File: config.mk
export PLATFORM = sky130hd
export DESIGN_NAME = intr_response_ctl
export DESIGN_NICKNAME = d
export VERILOG_FILES = /design/src/rtl/intr_pkg.sv /design/src/rtl/intr_enable_regs.sv /design/src/rtl/nmi_edge_latch.sv /design/src/rtl/intr_vector_calc.sv /design/src/rtl/intr_resp_seq.sv /design/src/rtl/intr_response_ctl.sv
export SDC_FILE = /design/constraint.sdc
export NUM_CORES = 1
export LEC_CHECK = 0
export BUFFER_PORTS_ARGS = -buffer_cell sky130_fd_sc_hd__clkbuf_2
export CAP_MARGIN = 25
export CORE_MARGIN = 1
export CORE_UTILIZATION = 46
export CTS_CLUSTER_SIZE = 24
export DETAILED_ROUTE_END_ITERATION = 8
export PLACE_DENSITY = 0.76
export SLEW_MARGIN = 5
export SYNTH_ARGS = -nofsm -noshare
export SYNTH_HDL_FRONTEND = slang
export SYNTH_SLANG_ARGS = --single-unit
File: constraint.sdc
create_clock -name clk -period 2.2 [get_ports clk]
set_clock_uncertainty 0.2 [all_clocks]
set_input_delay 0.44 -clock clk [delete_from_list [all_inputs] [get_ports clk]]
set_output_delay 0.44 -clock clk [all_outputs]
set_load 0.02 [all_outputs]
File: src/rtl/intr_pkg.sv
package intr_pkg;

  localparam int DW = 8;
  localparam int AW = 2 * DW;

  typedef enum logic [3:0] {
    ST_IDLE,
    ST_ACK,
    ST_OP_LO,
    ST_OP_HI,
    ST_TB_LO,
    ST_TB_HI,
    ST_PUSH_HI,
    ST_PUSH_LO,
    ST_JUMP,
    ST_INJECT
  } seq_state_t;

  typedef enum logic [1:0] {
    RK_RESTART,
    RK_CALL,
    RK_TABLE,
    RK_INJECT
  } resp_kind_t;

  localparam logic [1:0] MODE_INJECT  = 2'd0;
  localparam logic [1:0] MODE_RESTART = 2'd1;
  localparam logic [1:0] MODE_TABLE   = 2'd2;

endpackage

File: src/rtl/intr_enable_regs.sv
module intr_enable_regs
  import intr_pkg::*;
(
  input  logic       clk,
  input  logic       rst_n,
  input  logic       en_stb,
  input  logic       dis_stb,
  input  logic       mode_stb,
  input  logic [1:0] mode_sel,
  input  logic       ret_stb,
  input  logic       take_nmi,
  input  logic       take_irq,
  output logic       ie_live_q,
  output logic       ie_saved_q,
  output logic [1:0] mode_q
);

  logic       ie_live_d;
  logic       ie_saved_d;
  logic [1:0] mode_d;
  logic       flag_en;
  logic       mode_en;

  // Acceptance outranks decoder strobes; among strobes, return outranks enable/disable.
  always_comb begin
    ie_live_d  = ie_live_q;
    ie_saved_d = ie_saved_q;
    if (take_irq) begin
      ie_live_d  = 1'b0;
      ie_saved_d = 1'b0;
    end else if (take_nmi) begin
      ie_live_d  = 1'b0;
    end else if (ret_stb) begin
      ie_live_d  = ie_saved_q;
    end else if (en_stb) begin
      ie_live_d  = 1'b1;
      ie_saved_d = 1'b1;
    end else if (dis_stb) begin
      ie_live_d  = 1'b0;
      ie_saved_d = 1'b0;
    end
  end

  assign flag_en = take_irq | take_nmi | ret_stb | en_stb | dis_stb;
  assign mode_en = mode_stb & (mode_sel != 2'd3);
  assign mode_d  = mode_sel;

  always_ff @(posedge clk or negedge rst_n) begin
    if (!rst_n) begin
      ie_live_q  <= 1'b0;
      ie_saved_q <= 1'b0;
    end else if (flag_en) begin
      ie_live_q  <= ie_live_d;
      ie_saved_q <= ie_saved_d;
    end
  end

  always_ff @(posedge clk or negedge rst_n) begin
    if (!rst_n) begin
      mode_q <= MODE_INJECT;
    end else if (mode_en) begin
      mode_q <= mode_d;
    end
  end

endmodule

File: src/rtl/nmi_edge_latch.sv
module nmi_edge_latch (
  input  logic clk,
  input  logic rst_n,
  input  logic nmi_in,
  input  logic take,
  output logic pend_q
);

  logic prev_q;
  logic rise;
  logic pend_d;

  assign rise   = nmi_in & ~prev_q;
  // A fresh edge in the cycle of acceptance stays pending for the next boundary.
  assign pend_d = (pend_q & ~take) | rise;

  always_ff @(posedge clk or negedge rst_n) begin
    if (!rst_n) begin
      prev_q <= 1'b0;
      pend_q <= 1'b0;
    end else begin
      prev_q <= nmi_in;
      pend_q <= pend_d;
    end
  end

endmodule

File: src/rtl/intr_vector_calc.sv
module intr_vector_calc
  import intr_pkg::*;
#(
  parameter logic [AW-1:0] IM1_TARGET  = 16'h0038,
  parameter logic [DW-1:0] CALL_OPCODE = 8'hCD
) (
  input  logic [1:0]    mode,
  input  logic [DW-1:0] vec,
  input  logic [DW-1:0] page,
  output resp_kind_t    kind,
  output logic [AW-1:0] addr
);

  localparam int RST_SHIFT = 3;

  logic is_rst_op;
  assign is_rst_op = (vec[7:6] == 2'b11) && (vec[2:0] == 3'b111);

  always_comb begin
    kind = RK_INJECT;
    addr = '0;
    case (mode)
      MODE_RESTART: begin
        kind = RK_RESTART;
        addr = IM1_TARGET;
      end
      MODE_TABLE: begin
        kind = RK_TABLE;
        addr = {page, vec[DW-1:1], 1'b0};
      end
      default: begin
        if (vec == CALL_OPCODE) begin
          kind = RK_CALL;
        end else if (is_rst_op) begin
          kind = RK_RESTART;
          addr = AW'({vec[5:3], {RST_SHIFT{1'b0}}});
        end else begin
          kind = RK_INJECT;
        end
      end
    endcase
  end

endmodule

File: src/rtl/intr_resp_seq.sv
module intr_resp_seq
  import intr_pkg::*;
#(
  parameter int            ACK_LEN    = 4,
  parameter logic [AW-1:0] NMI_TARGET = 16'h0066
) (
  input  logic          clk,
  input  logic          rst_n,
  input  logic          at_boundary,
  input  logic          nmi_pend,
  input  logic          irq_in,
  input  logic          ie_live,
  input  resp_kind_t    calc_kind,
  input  logic [AW-1:0] calc_addr,
  input  logic [AW-1:0] pc_ret,
  input  logic [DW-1:0] bus_data,
  output logic          take_nmi,
  output logic          take_irq,
  output logic          ack_o,
  output logic          oper_o,
  output logic          tbl_rd_o,
  output logic [AW-1:0] tbl_addr_o,
  output logic          push_o,
  output logic [DW-1:0] push_data_o,
  output logic          jump_o,
  output logic [AW-1:0] jump_addr_o,
  output logic          inject_o,
  output logic [DW-1:0] inject_data_o,
  output logic          busy_o
);

  localparam int          CW       = (ACK_LEN > 1) ? $clog2(ACK_LEN) : 1;
  localparam logic [CW-1:0] ACK_LAST = CW'(ACK_LEN - 1);

  seq_state_t    state_q, state_d;
  logic [CW-1:0] cnt_q, cnt_d;
  logic [AW-1:0] ret_q;
  logic [AW-1:0] tgt_q, tgt_d;
  logic [DW-1:0] lo_q, lo_d;
  logic [DW-1:0] inj_q;
  logic          ret_en;
  logic          inj_en;
  logic          cnt_en;
  logic          tgt_en;
  logic          lo_en;

  always_comb begin
    state_d  = state_q;
    cnt_d    = cnt_q;
    tgt_d    = tgt_q;
    lo_d     = lo_q;
    take_nmi = 1'b0;
    take_irq = 1'b0;
    inj_en   = 1'b0;
    case (state_q)
      ST_IDLE: begin
        if (at_boundary) begin
          if (nmi_pend) begin
            take_nmi = 1'b1;
            tgt_d    = NMI_TARGET;
            state_d  = ST_PUSH_HI;
          end else if (irq_in && ie_live) begin
            take_irq = 1'b1;
            cnt_d    = '0;
            state_d  = ST_ACK;
          end
        end
      end
      ST_ACK: begin
        if (cnt_q == ACK_LAST) begin
          case (calc_kind)
            RK_RESTART: begin
              tgt_d   = calc_addr;
              state_d = ST_PUSH_HI;
            end
            RK_TABLE: begin
              tgt_d   = calc_addr;
              state_d = ST_TB_LO;
            end
            RK_CALL: begin
              state_d = ST_OP_LO;
            end
            default: begin
              inj_en  = 1'b1;
              state_d = ST_INJECT;
            end
          endcase
        end else begin
          cnt_d = cnt_q + 1'b1;
        end
      end
      ST_OP_LO: begin
        lo_d    = bus_data;
        state_d = ST_OP_HI;
      end
      ST_OP_HI: begin
        tgt_d   = {bus_data, lo_q};
        state_d = ST_PUSH_HI;
      end
      ST_TB_LO: begin
        lo_d    = bus_data;
        state_d = ST_TB_HI;
      end
      ST_TB_HI: begin
        tgt_d   = {bus_data, lo_q};
        state_d = ST_PUSH_HI;
      end
      ST_PUSH_HI: state_d = ST_PUSH_LO;
      ST_PUSH_LO: state_d = ST_JUMP;
      ST_JUMP:    state_d = ST_IDLE;
      ST_INJECT:  state_d = ST_IDLE;
      default:    state_d = ST_IDLE;
    endcase
  end

  assign ret_en = take_nmi | take_irq;
  assign cnt_en = (state_q == ST_ACK) | take_irq;
  assign tgt_en = (tgt_d != tgt_q);
  assign lo_en  = (state_q == ST_OP_LO) | (state_q == ST_TB_LO);

  always_ff @(posedge clk or negedge rst_n) begin
    if (!rst_n) begin
      state_q <= ST_IDLE;
    end else begin
      state_q <= state_d;
    end
  end

  always_ff @(posedge clk or negedge rst_n) begin
    if (!rst_n) begin
      cnt_q <= '0;
    end else if (cnt_en) begin
      cnt_q <= cnt_d;
    end
  end

  always_ff @(posedge clk or negedge rst_n) begin
    if (!rst_n) begin
      ret_q <= '0;
    end else if (ret_en) begin
      ret_q <= pc_ret;
    end
  end

  always_ff @(posedge clk or negedge rst_n) begin
    if (!rst_n) begin
      tgt_q <= '0;
    end else if (tgt_en) begin
      tgt_q <= tgt_d;
    end
  end

  always_ff @(posedge clk or negedge rst_n) begin
    if (!rst_n) begin
      lo_q <= '0;
    end else if (lo_en) begin
      lo_q <= lo_d;
    end
  end

  always_ff @(posedge clk or negedge rst_n) begin
    if (!rst_n) begin
      inj_q <= '0;
    end else if (inj_en) begin
      inj_q <= bus_data;
    end
  end

  assign busy_o        = (state_q != ST_IDLE);
  assign ack_o         = (state_q == ST_ACK);
  assign oper_o        = (state_q == ST_OP_LO) | (state_q == ST_OP_HI);
  assign tbl_rd_o      = (state_q == ST_TB_LO) | (state_q == ST_TB_HI);
  assign tbl_addr_o    = (state_q == ST_TB_HI) ? {tgt_q[AW-1:1], 1'b1} : tgt_q;
  assign push_o        = (state_q == ST_PUSH_HI) | (state_q == ST_PUSH_LO);
  assign push_data_o   = (state_q == ST_PUSH_HI) ? ret_q[AW-1:DW] : ret_q[DW-1:0];
  assign jump_o        = (state_q == ST_JUMP);
  assign jump_addr_o   = tgt_q;
  assign inject_o      = (state_q == ST_INJECT);
  assign inject_data_o = inj_q;

endmodule

File: src/rtl/intr_response_ctl.sv
module intr_response_ctl
  import intr_pkg::*;
#(
  parameter int            ACK_BASE    = 2,
  parameter int            ACK_WAITS   = 2,
  parameter logic [15:0]   NMI_TARGET  = 16'h0066,
  parameter logic [15:0]   IM1_TARGET  = 16'h0038,
  parameter logic [7:0]    CALL_OPCODE = 8'hCD
) (
  input  logic        clk,
  input  logic        rst_n,
  input  logic        nmi_in,
  input  logic        irq_in,
  input  logic        at_boundary,
  input  logic        int_en_stb,
  input  logic        int_dis_stb,
  input  logic        mode_stb,
  input  logic [1:0]  mode_sel,
  input  logic        nmi_ret_stb,
  input  logic [7:0]  page_reg,
  input  logic [15:0] pc_ret,
  input  logic [7:0]  bus_data,
  output logic        ack_o,
  output logic        oper_o,
  output logic        tbl_rd_o,
  output logic [15:0] tbl_addr_o,
  output logic        push_o,
  output logic [7:0]  push_data_o,
  output logic        jump_o,
  output logic [15:0] jump_addr_o,
  output logic        inject_o,
  output logic [7:0]  inject_data_o,
  output logic        busy_o,
  output logic        ie_live_o,
  output logic        ie_saved_o,
  output logic [1:0]  mode_o
);

  localparam int ACK_LEN = ACK_BASE + ACK_WAITS;

  logic          take_nmi;
  logic          take_irq;
  logic          nmi_pend;
  resp_kind_t    calc_kind;
  logic [AW-1:0] calc_addr;

  intr_enable_regs u_regs (
    .clk        (clk),
    .rst_n      (rst_n),
    .en_stb     (int_en_stb),
    .dis_stb    (int_dis_stb),
    .mode_stb   (mode_stb),
    .mode_sel   (mode_sel),
    .ret_stb    (nmi_ret_stb),
    .take_nmi   (take_nmi),
    .take_irq   (take_irq),
    .ie_live_q  (ie_live_o),
    .ie_saved_q (ie_saved_o),
    .mode_q     (mode_o)
  );

  nmi_edge_latch u_nmi (
    .clk    (clk),
    .rst_n  (rst_n),
    .nmi_in (nmi_in),
    .take   (take_nmi),
    .pend_q (nmi_pend)
  );

  intr_vector_calc #(
    .IM1_TARGET  (IM1_TARGET),
    .CALL_OPCODE (CALL_OPCODE)
  ) u_calc (
    .mode (mode_o),
    .vec  (bus_data),
    .page (page_reg),
    .kind (calc_kind),
    .addr (calc_addr)
  );

  intr_resp_seq #(
    .ACK_LEN    (ACK_LEN),
    .NMI_TARGET (NMI_TARGET)
  ) u_seq (
    .clk           (clk),
    .rst_n         (rst_n),
    .at_boundary   (at_boundary),
    .nmi_pend      (nmi_pend),
    .irq_in        (irq_in),
    .ie_live       (ie_live_o),
    .calc_kind     (calc_kind),
    .calc_addr     (calc_addr),
    .pc_ret        (pc_ret),
    .bus_data      (bus_data),
    .take_nmi      (take_nmi),
    .take_irq      (take_irq),
    .ack_o         (ack_o),
    .oper_o        (oper_o),
    .tbl_rd_o      (tbl_rd_o),
    .tbl_addr_o    (tbl_addr_o),
    .push_o        (push_o),
    .push_data_o   (push_data_o),
    .jump_o        (jump_o),
    .jump_addr_o   (jump_addr_o),
    .inject_o      (inject_o),
    .inject_data_o (inject_data_o),
    .busy_o        (busy_o)
  );

endmodule

==> flow_summary.yaml, run 1 <==
run_status:
  status: "finished with violations"
  violations: "design-rule violations, negative setup slack"
power_and_ir_drop:
  p_leak_nw: 2.07
  irDropWorstVdd_v: 0.00103
  powerDensity_nw_per_um2: 1710
  total_power_w: 0.00719
drt:
  drt_pass1_iterations: 6
  via_count: 2638
  post_drt_via_cell_ratio: 5.54
  ant_nets: 0
  route.detailed.drc: 3
  routedWlPerCell_um: 16.6
  wirelength_mm: 7.91
  dr.first_iter.drc_count: 190
hold_path:
  holdCritPathClass: "primary input to flip-flop"
  hold_path.startpoint: "nmi_in"
  whs_endpoint: "u_nmi.prev_q$_DFF_PN0_"
  hold-path-cell-count: 1
global_routing:
  grt_max_degree: 31
  grt_usage: 0.217
  grt_pass1_vias: 2560
  grt_overflow_total: 0
  antenna_found_initial: 0
  grt_first_pass_wirelength_mm: 12.2
setup_path:
  r2r-end: "u_seq.ret_q[9]$_DFFE_PN0P_"
  arrival_ps: 1650
  reg2reg_depth: 5
  cp_cell_sequence: "nand2_2, nor3_2, buf_6, mux2_4, buf_8"
  max_stage_delay_ps: 410
  r2r-start: "u_seq.state_q[1]$_DFFE_PN0P_"
  r2r_slack_ps: 40
  path_class: "flip-flop to primary output"
  path_max_fanout: 8
  cp-end-kind: "primary output"
  required_ps: 1560
  cp_slowest_cell: "dfrtp_1"
  startpoint_type: "flip-flop"
logic_synthesis:
  synth_top_cell_area_share: 0.479
  yosysTopAreaCell: "dfrtp_1"
  synth-main-ff-cell: "dfrtp_1"
  postSynthAreaPerCell_um2: 11.4
  ys_types: 52
  synth_fp_nets: 322
  synthTopCellsByArea: "dfrtp_1, mux2_2, buf_4, a221o_1, nor2_1"
  netlist_area_um2: 3140
  yosys_warnings: 0
  synthCells: 276
  async_reset_ff_frac: 1.00
  synth-seq-cells: 60
  synth-edff-count: 0
  ys_seq_area_frac: 0.479
sta:
  max-slew-margin-rel: 0.657
  slew_viol_final: 0
  setup_slack_ps: -88.9
  rsz0062_at_grt: "yes"
  post-route-period-util: 1.04
  fin_setup_tns_ps: -655
  worstMarginPinSlew_ps: 508
  fin_crit_ps: 2290
  max_clock_freq_mhz: 437
  setup_violations: 9
  final_hold_viol_count: 0
  timing.hold.ws_ps: 29.0
final_layout:
  nets: 440
  fin_area_um2: 4210
  layout-drive-gt1-share: 0.536
  antenna_cells: 0
  area_growth_pct: 34.3
  final_util: 0.652
floorplan:
  core_um2: 6460
  die_area_um2: 7150
  rows: 29
  die_w_um: 84.6
  start_util: 0.486
  ios: 102
  die_h_um: 84.6
clock_network:
  h-tree-depth: 3
  cts.sink_count: 60
  cts_tree: "done"
  insertion_delay_ps: 330
  path_clk_slew_ps: 60
  cts_root_buf: "clkbuf_8"
  cts_buffers: 9
  cts_buffer_depth: 2
placement:
  post_dp_cell_area_um2: 3740
  port_buffers: 101
  dp_hpwl_mm: 5.46
  finalWeightedCongestion: 0.772
job:
  maxCapViolations: 0
## worst max-delay path, delay by kind of cell (launching register included)
kind          cells  cell delay, ps
simple gates      2             260
buf+inv           2             320
mux               1             320
flops             1             410
## layout make-up
cell class / instances / area [um^2]
well taps: 77 / 96.3
flip-flops and latches: 60 / 1510
clock buffers: 12 / 155
clock inverters: 4 / 95.1
fillers: 498 / 2250
repair buffers: 138 / 865
multi-input cells: 178 / 1460
inverters: 7 / 31.3
## layer usage
metal | vias up | GRT usage | routed length [um]
li1 | 1241 | - | -
met1 | 1304 | 0.290 | 3400
met2 | 84 | 0.353 | 4030
met3 | 9 | 0.0560 | 412
met4 | 0 | 0.0601 | 80
met5 | - | 0 | 0
## cell families (layout without fill, tap and decap cells)
group | Yosys count | after routing | share of synthesized area
muxes | 40 | 40 | 0.144
buffers and inverters | 38 | 161 | 0.0710
and+or+nand+nor | 70 | 70 | 0.133
DFF | 60 | 60 | 0.479
xor gates and xnor gates | 1 | 1 | 0.00279
AOI/OAI and AO/OA | 64 | 64 | 0.159
adders and majority gates | 3 | 3 | 0.0120
## synthesized netlist by cell type, types with 2 or more instances
| master | instances |
|---|---|
| nand2_1 | 13 |
| buf_6 | 2 |
| nand4_1 | 5 |
| nand2b_1 | 2 |
| or2_2 | 2 |
| a21oi_1 | 6 |
| a31oi_1 | 6 |
| a211oi_1 | 5 |
| a221o_1 | 9 |
| clkbuf_1 | 8 |
| and2_1 | 8 |
| a211o_1 | 2 |
| nor2_1 | 15 |
| inv_1 | 6 |
| o311ai_0 | 2 |
| nor3b_1 | 3 |
| buf_2 | 6 |
| o211ai_1 | 2 |
| o21a_1 | 2 |
| a2111oi_0 | 2 |
| buf_4 | 15 |
| a32o_1 | 2 |
| a221oi_1 | 2 |
| nor2b_1 | 7 |
| mux2_2 | 40 |
| ha_1 | 3 |
| and3_1 | 3 |
| dfrtp_1 | 60 |
| nor3_1 | 3 |
| o21ai_0 | 10 |
| a21o_1 | 4 |
## layout by cell type (no fill, tap or decap), types with 6 or more instances in the layout
master	n
o21ai_0	10
inv_1	6
a31oi_1	6
clkbuf_2	89
nor2_1	14
a21oi_1	6
buf_4	37
clkbuf_8	11
mux2_4	8
a221o_1	9
and2_1	8
nor2b_1	6
nand2_1	12
buf_6	9
dfrtp_1	56
mux2_2	32
## report_power, final
part | switching (W) | internal (W)
Sequential | 0.000360 | 0.00163
Combinational | 0.00206 | 0.00191
Clock | 0.000420 | 0.000813
## what timing repair did
action / in CTS / in global routing
pin swaps: 2 / 7
resized for setup: 12 / 39
endpoints found under the hold margin: 60 / 0
setup endpoints to repair: 10 / 21
setup buffers: 9 / 3
hold buffers: 1 / 0
## state kept, by name (all words and copies together), names as in the netlist
signal,cells
u_nmi.pend_q,1
u_nmi.prev_q,1
u_regs.ie_live_q,1
u_regs.ie_saved_q,1
u_regs.mode_q,2
u_seq.cnt_q,2
u_seq.inject_data_o,8
u_seq.jump_addr_o,16
u_seq.lo_q,8
u_seq.ret_q,16
u_seq.state_q,4
## worst max path at each step
stage	startpoint	end	depth (start not counted)
after global placement	u_seq.state_q[2]$_DFFE_PN0P_	u_seq.inject_data_o[5]$_DFFE_PN0P_	4
after floorplan	u_regs.mode_q[0]$_DFFE_PN0P_	u_seq.jump_addr_o[10]$_DFFE_PN0P_	8
after global routing	u_seq.state_q[1]$_DFFE_PN0P_	push_data_o[3]	5
after CTS	u_seq.state_q[1]$_DFFE_PN0P_	push_data_o[6]	5
final	u_seq.state_q[1]$_DFFE_PN0P_	push_data_o[3]	5
after detailed placement	u_regs.mode_q[0]$_DFFE_PN0P_	u_seq.jump_addr_o[13]$_DFFE_PN0P_	6
## stage by stage
stage	std cells	setup WS (ps)
after floorplan	276	20.6
after global placement	448	70.7
final	476	-88.9
after CTS	474	-66.4
after global routing	476	-147
after detailed placement	448	51.2
No activity file was read; power rests on OpenSTA's default activity.
==> inputs of run 2 (changes only) <==
- GPL_TIMING_DRIVEN: unset -> 0
==> run 2 against run 1 <==
The run ends with design-rule violations, negative hold slack, negative setup slack left. Setup slack worse by 120 ps. Via count rose by 4.3%. Power rose by 5.4%. Sequential power about the same. Critical path type unchanged. Critical endpoint is now push_data_o[4].
==> flow_summary.yaml, run 2 (synthesis gave the netlist of run 1 again) <==
final_layout:
  area_growth_pct: 40.7
  layout-drive-gt1-share: 0.557
  fillerInstances: 486
  final_util: 0.683
  antenna_cells: 0
  final_common_cell: "clkbuf_2"
  nets: 456
  register_area_um2: 1500
  multi_input_comb_area_um2: 1540
  final_cell_mix: "clkbuf_2, dfrtp_1, buf_4"
sta:
  fin_crit_ps: 2410
  slew_viol_final: 0
  rsz0062_at_grt: "yes"
  worstMarginPinSlew_ps: 819
  setup_slack_ps: -209
  max_clock_freq_mhz: 415
  setup_violations: 32
  post-route-period-util: 1.09
  timing.hold.ws_ps: -0.606
  final_hold_viol_count: 2
  max-slew-margin-rel: 0.454
drt:
  via_count: 2752
  dr.first_iter.drc_count: 273
  wirelength_mm: 8.39
  route.detailed.drc: 1
  ant_nets: 0
  drt_pass1_iterations: 9
  post_drt_via_cell_ratio: 5.59
  routedWlPerCell_um: 17.0
setup_path:
  cp-end-kind: "primary output"
  startpoint_type: "flip-flop"
  arrival_ps: 1770
  path_class: "flip-flop to primary output"
  path_max_fanout: 4
  required_ps: 1560
floorplan:
  core_um2: 6460
  die_w_um: 84.6
  start_util: 0.486
  ios: 102
  rows: 29
  die_h_um: 84.6
  die_area_um2: 7150
clock_network:
  path_clk_slew_ps: 70
  cts_root_buf: "clkbuf_8"
  cts_hold_buf: 0
  insertion_delay_ps: 340
  cts_tree: "done"
  h-tree-depth: 3
  cts_buffers: 9
  cts_buffer_depth: 2
  cts.sink_count: 60
run_status:
  status: "finished with violations"
  violations: "design-rule violations, negative hold slack, negative setup slack"
global_routing:
  antenna_found_initial: 0
  grt_max_degree: 61
  grt_usage: 0.233
  grt_first_pass_wirelength_mm: 12.9
  grt_pass1_vias: 2635
  grt_overflow_total: 0
power_and_ir_drop:
  total_power_w: 0.00758
  p_leak_nw: 2.16
  powerDensity_nw_per_um2: 1720
  irDropWorstVdd_v: 0.00103
placement:
  port_buffers: 99
  finalWeightedCongestion: 0.755
  dp_hpwl_mm: 5.33
  dp_slack_ps: -301
hold_path:
  holdCritPathClass: "primary input to asynchronous set/reset pin"
job:
  maxCapViolations: 0
## run 2: power breakdown
part | internal, W | leakage, nW | switching (W) | total, W
registers | 0.00163 | 0.730 | 0.000353 | 0.00198
clock network | 0.000581 | 0.102 | 0.000434 | 0.00102
logic | 0.00229 | 1.33 | 0.00229 | 0.00459
total | 0.00450 | 2.16 | 0.00308 | 0.00758
## run 2: path summary, 6_finish.rpt
kind                                                   start                                 end  slack [ps]  depth (start not counted)
worst min-delay path                                   rst_n  u_seq.inject_data_o[6]$_DFFE_PN0P_        -0.6                          1
max in group asynchronous                              rst_n        u_regs.mode_q[1]$_DFFE_PN0P_        1190                          1
worst max register to register  u_seq.state_q[0]$_DFFE_PN0P_    u_seq.jump_addr_o[4]$_DFFE_PN0P_         -90                          7
worst min register to register        u_nmi.prev_q$_DFF_PN0_              u_nmi.pend_q$_DFF_PN0_         230                          1
min in group clk                                      nmi_in              u_nmi.prev_q$_DFF_PN0_          20                          1
worst max-delay path            u_seq.state_q[1]$_DFFE_PN0P_                      push_data_o[4]        -210                          6
## run 2: metal layers
metal	wire [um]	track usage	share of wire
met5	0	0	0
met4	169	0.109	0.020
met3	467	0.0403	0.056
met2	4220	0.367	0.50
met1	3530	0.315	0.42
## run 2: critical path, cell delays in order (launching register included)
cell     delay [ps]
dfrtp_1         410
buf_6           160
nand2_4          60
nor3_4          200
buf_6           160
mux2_4          310
buf_8           130
## run 2: repair_timing
| action | in CTS | in global routing |
|---|---|---|
| gates cloned | 1 | 0 |
| resized for setup | 50 | 37 |
| pin swaps | 13 | 8 |
| setup endpoints to repair | 40 | 51 |
| buffers inserted | 16 | 10 |
| endpoints found under the hold margin | 0 | 0 |
## run 2: final cells by class
type | instances | share of cell area
plain buffers | 28 | 0.0510
inverters | 7 | 0.00709
repair buffers | 125 | 0.185
flip-flops and latches | 60 | 0.341
clock inverters | 4 | 0.0108
multi-input cells | 179 | 0.349
clock buffers | 12 | 0.0351
well taps | 77 | 0.0218
## run 2: per-stage QoR
step / cells / area [um^2] / setup TNS, ps
CTS: 483 / 4270 / -3090
detailed placement: 452 / 3740 / -4140
floorplan: 276 / 3150 / 0
finish: 492 / 4410 / -3020
global placement: 452 / 3740 / -2980
global route: 492 / 4410 / -5750
==> inputs of run 3 (changes only) <==
- CORE_UTILIZATION: 46 -> 39
- PLACE_DENSITY: 0.76 -> 0.67
- TNS_END_PERCENT: unset -> 1
==> run 3 against run 2 <==
The run ends with negative setup slack left. Cell area fell by 2.0%. Global-route usage fell by 3.9 points. Combinational power fell by 7.4%. Setup slack improved by 21 ps. Power fell by 3.6%.
==> flow_summary.yaml, run 3 (synthesis gave the netlist of run 1 again) <==
sta:
  final_hold_viol_count: 0
  rsz0062_at_grt: "yes"
  setup_slack_ps: -188
  fin_crit_ps: 2390
  post-route-period-util: 1.09
  setup_violations: 28
  slew_viol_final: 0
  fin_setup_tns_ps: -2720
  max-slew-margin-rel: 0.454
  max_clock_freq_mhz: 419
  worstMarginPinSlew_ps: 819
setup_path:
  arrival_ps: 1750
  max_stage_delay_ps: 420
  path_class: "flip-flop to primary output"
  crit_family: "buffers and inverters"
  cp_slowest_cell: "dfrtp_1"
  cp-end-kind: "primary output"
  path_max_fanout: 10
  startpoint_type: "flip-flop"
  required_ps: 1560
  path_buf_inv: 4
  cp_cell_sequence: "buf_6, nor4_2, buf_4, inv_1, clkbuf_2"
final_layout:
  fillerInstances: 691
  area_growth_pct: 37.9
  final_cell_mix: "clkbuf_2, dfrtp_1, mux2_2"
  nets: 445
  antenna_cells: 0
  final_common_cell: "clkbuf_2"
  layout-drive-gt1-share: 0.537
power_and_ir_drop:
  clock_power_share: 0.150
  netSwitchingFraction: 0.398
  irDropWorstVdd_v: 0.000702
  p_comb_frac: 0.582
  total_power_w: 0.00731
  p_switching_w: 0.00291
  power.internal_w: 0.00440
  p_leak_nw: 2.10
  powerDensity_nw_per_um2: 1690
  p_seq_frac: 0.268
drt:
  routedWlPerCell_um: 15.2
  wirelength_mm: 7.68
  post_drt_via_cell_ratio: 5.18
  via_count: 2623
  dr.first_iter.drc_count: 111
  drt_pass1_iterations: 4
  route.detailed.drc: 0
  ant_nets: 0
floorplan:
  die_w_um: 91.7
  rows: 32
  ios: 102
  die_h_um: 91.7
  start_util: 0.404
  die_area_um2: 8410
  core_um2: 7770
placement:
  port_buffers: 99
  dp_hpwl_mm: 5.29
  finalWeightedCongestion: 0.850
clock_network:
  insertion_delay_ps: 330
  cts_root_buf: "clkbuf_8"
  cts_hold_buf: 0
  cts.sink_count: 60
  cts_buffers: 9
  h-tree-depth: 3
  cts_buffer_depth: 2
  path_clk_slew_ps: 70
  cts_tree: "done"
global_routing:
  grt_pass1_vias: 2539
  grt_overflow_total: 0
  grt_max_degree: 61
  grt_usage: 0.194
  antenna_found_initial: 0
  grt_first_pass_wirelength_mm: 12.7
job:
  maxCapViolations: 0
hold_path:
  holdCritPathClass: "primary input to asynchronous set/reset pin"
run_status:
  violations: "negative setup slack"
  status: "finished with violations"
[run 3: cell types whose count changed in the layout (fill, tap and decap cells not counted), sizes merged]
cell / previous run / this run
buf: 59 / 49
bufinv: 1 / 2
clkbuf: 106 / 105
clkinv: 3 / 4
clkinvlp: 1 / 0
nand3b: 3 / 2
[run 3: final timing paths]
check | startpoint | to | depth (start not counted) | slack [ps]
max | u_seq.state_q[1]$_DFFE_PN0P_ | busy_o | 5 | -190
min | rst_n | u_seq.inject_data_o[1]$_DFFE_PN0P_ | 1 | 9
max reg2reg | u_seq.state_q[3]$_DFFE_PN0P_ | u_seq.jump_addr_o[3]$_DFFE_PN0P_ | 7 | -70
min reg2reg | u_nmi.prev_q$_DFF_PN0_ | u_nmi.pend_q$_DFF_PN0_ | 1 | 250
max in group asynchronous | rst_n | u_regs.mode_q[0]$_DFFE_PN0P_ | 1 | 1220
min in group clk | nmi_in | u_nmi.prev_q$_DFF_PN0_ | 1 | 40
[run 3: through the flow]
stage	util	std cells	cell area (um^2)	hold WS (ps)	setup WS, ps
floorplan	-	276	3150	-55.6	-6.23
global placement	0.485	477	3770	214	-317
detailed placement	0.486	477	3770	218	-320
CTS	0.553	506	4300	35.1	-188
global route	0.557	506	4330	24.0	-251
finish	0.557	506	4330	9.28	-188
[run 3: cell type report]
class | instances | area, um^2 | share of cell area
Clock inverter | 5 | 75.1 | 0.0174
Multi-Input combinational cell | 178 | 1490 | 0.345
Buffer | 31 | 238 | 0.0550
Sequential cell | 60 | 1500 | 0.348
Inverter | 7 | 31.3 | 0.00723
Clock buffer | 11 | 141 | 0.0327
Tap cell | 102 | 128 | 0.0295
Timing Repair Buffer | 112 | 716 | 0.165
[run 3: worst register-to-register path, cell delays in order (launching register included)]
cell and delay (ps):
dfrtp_1 370, buf_6 130, or4b_4 480, buf_6 140, buf_6 130, a311oi_4 310
nand3b_4 290, a221o_1 180
[run 3: layer usage]
layer	vias to the layer above	wire length (um)	global-route usage
met2	81	3670	0.306
li1	1253	-	-
met3	8	335	0.0406
met1	1281	3580	0.267
met4	0	95	0.0608
met5	-	0	0
[run 3: timing repair]
| item | 4_1_cts | 5_1_grt |
|---|---|---|
| pin swaps | 4 | 6 |
| endpoints found under the setup margin | 34 | 47 |
| endpoints found under the hold margin | 0 | 0 |
| gates resized for setup | 52 | 21 |
| setup buffers | 13 | 0 |
[run 3: power by group through the flow]
stage | clock network (W) | registers (W) | logic, W
6_report | 0.00110 | 0.00196 | 0.00425
5_1_grt | 0.00117 | 0.00203 | 0.00454
4_1_cts | 0.00112 | 0.00195 | 0.00414
3_5_place_dp | 0 | 0.00197 | 0.00352
3_3_place_gp | 0 | 0.00194 | 0.00346
2_1_floorplan | 0 | 0.00214 | 0.00237
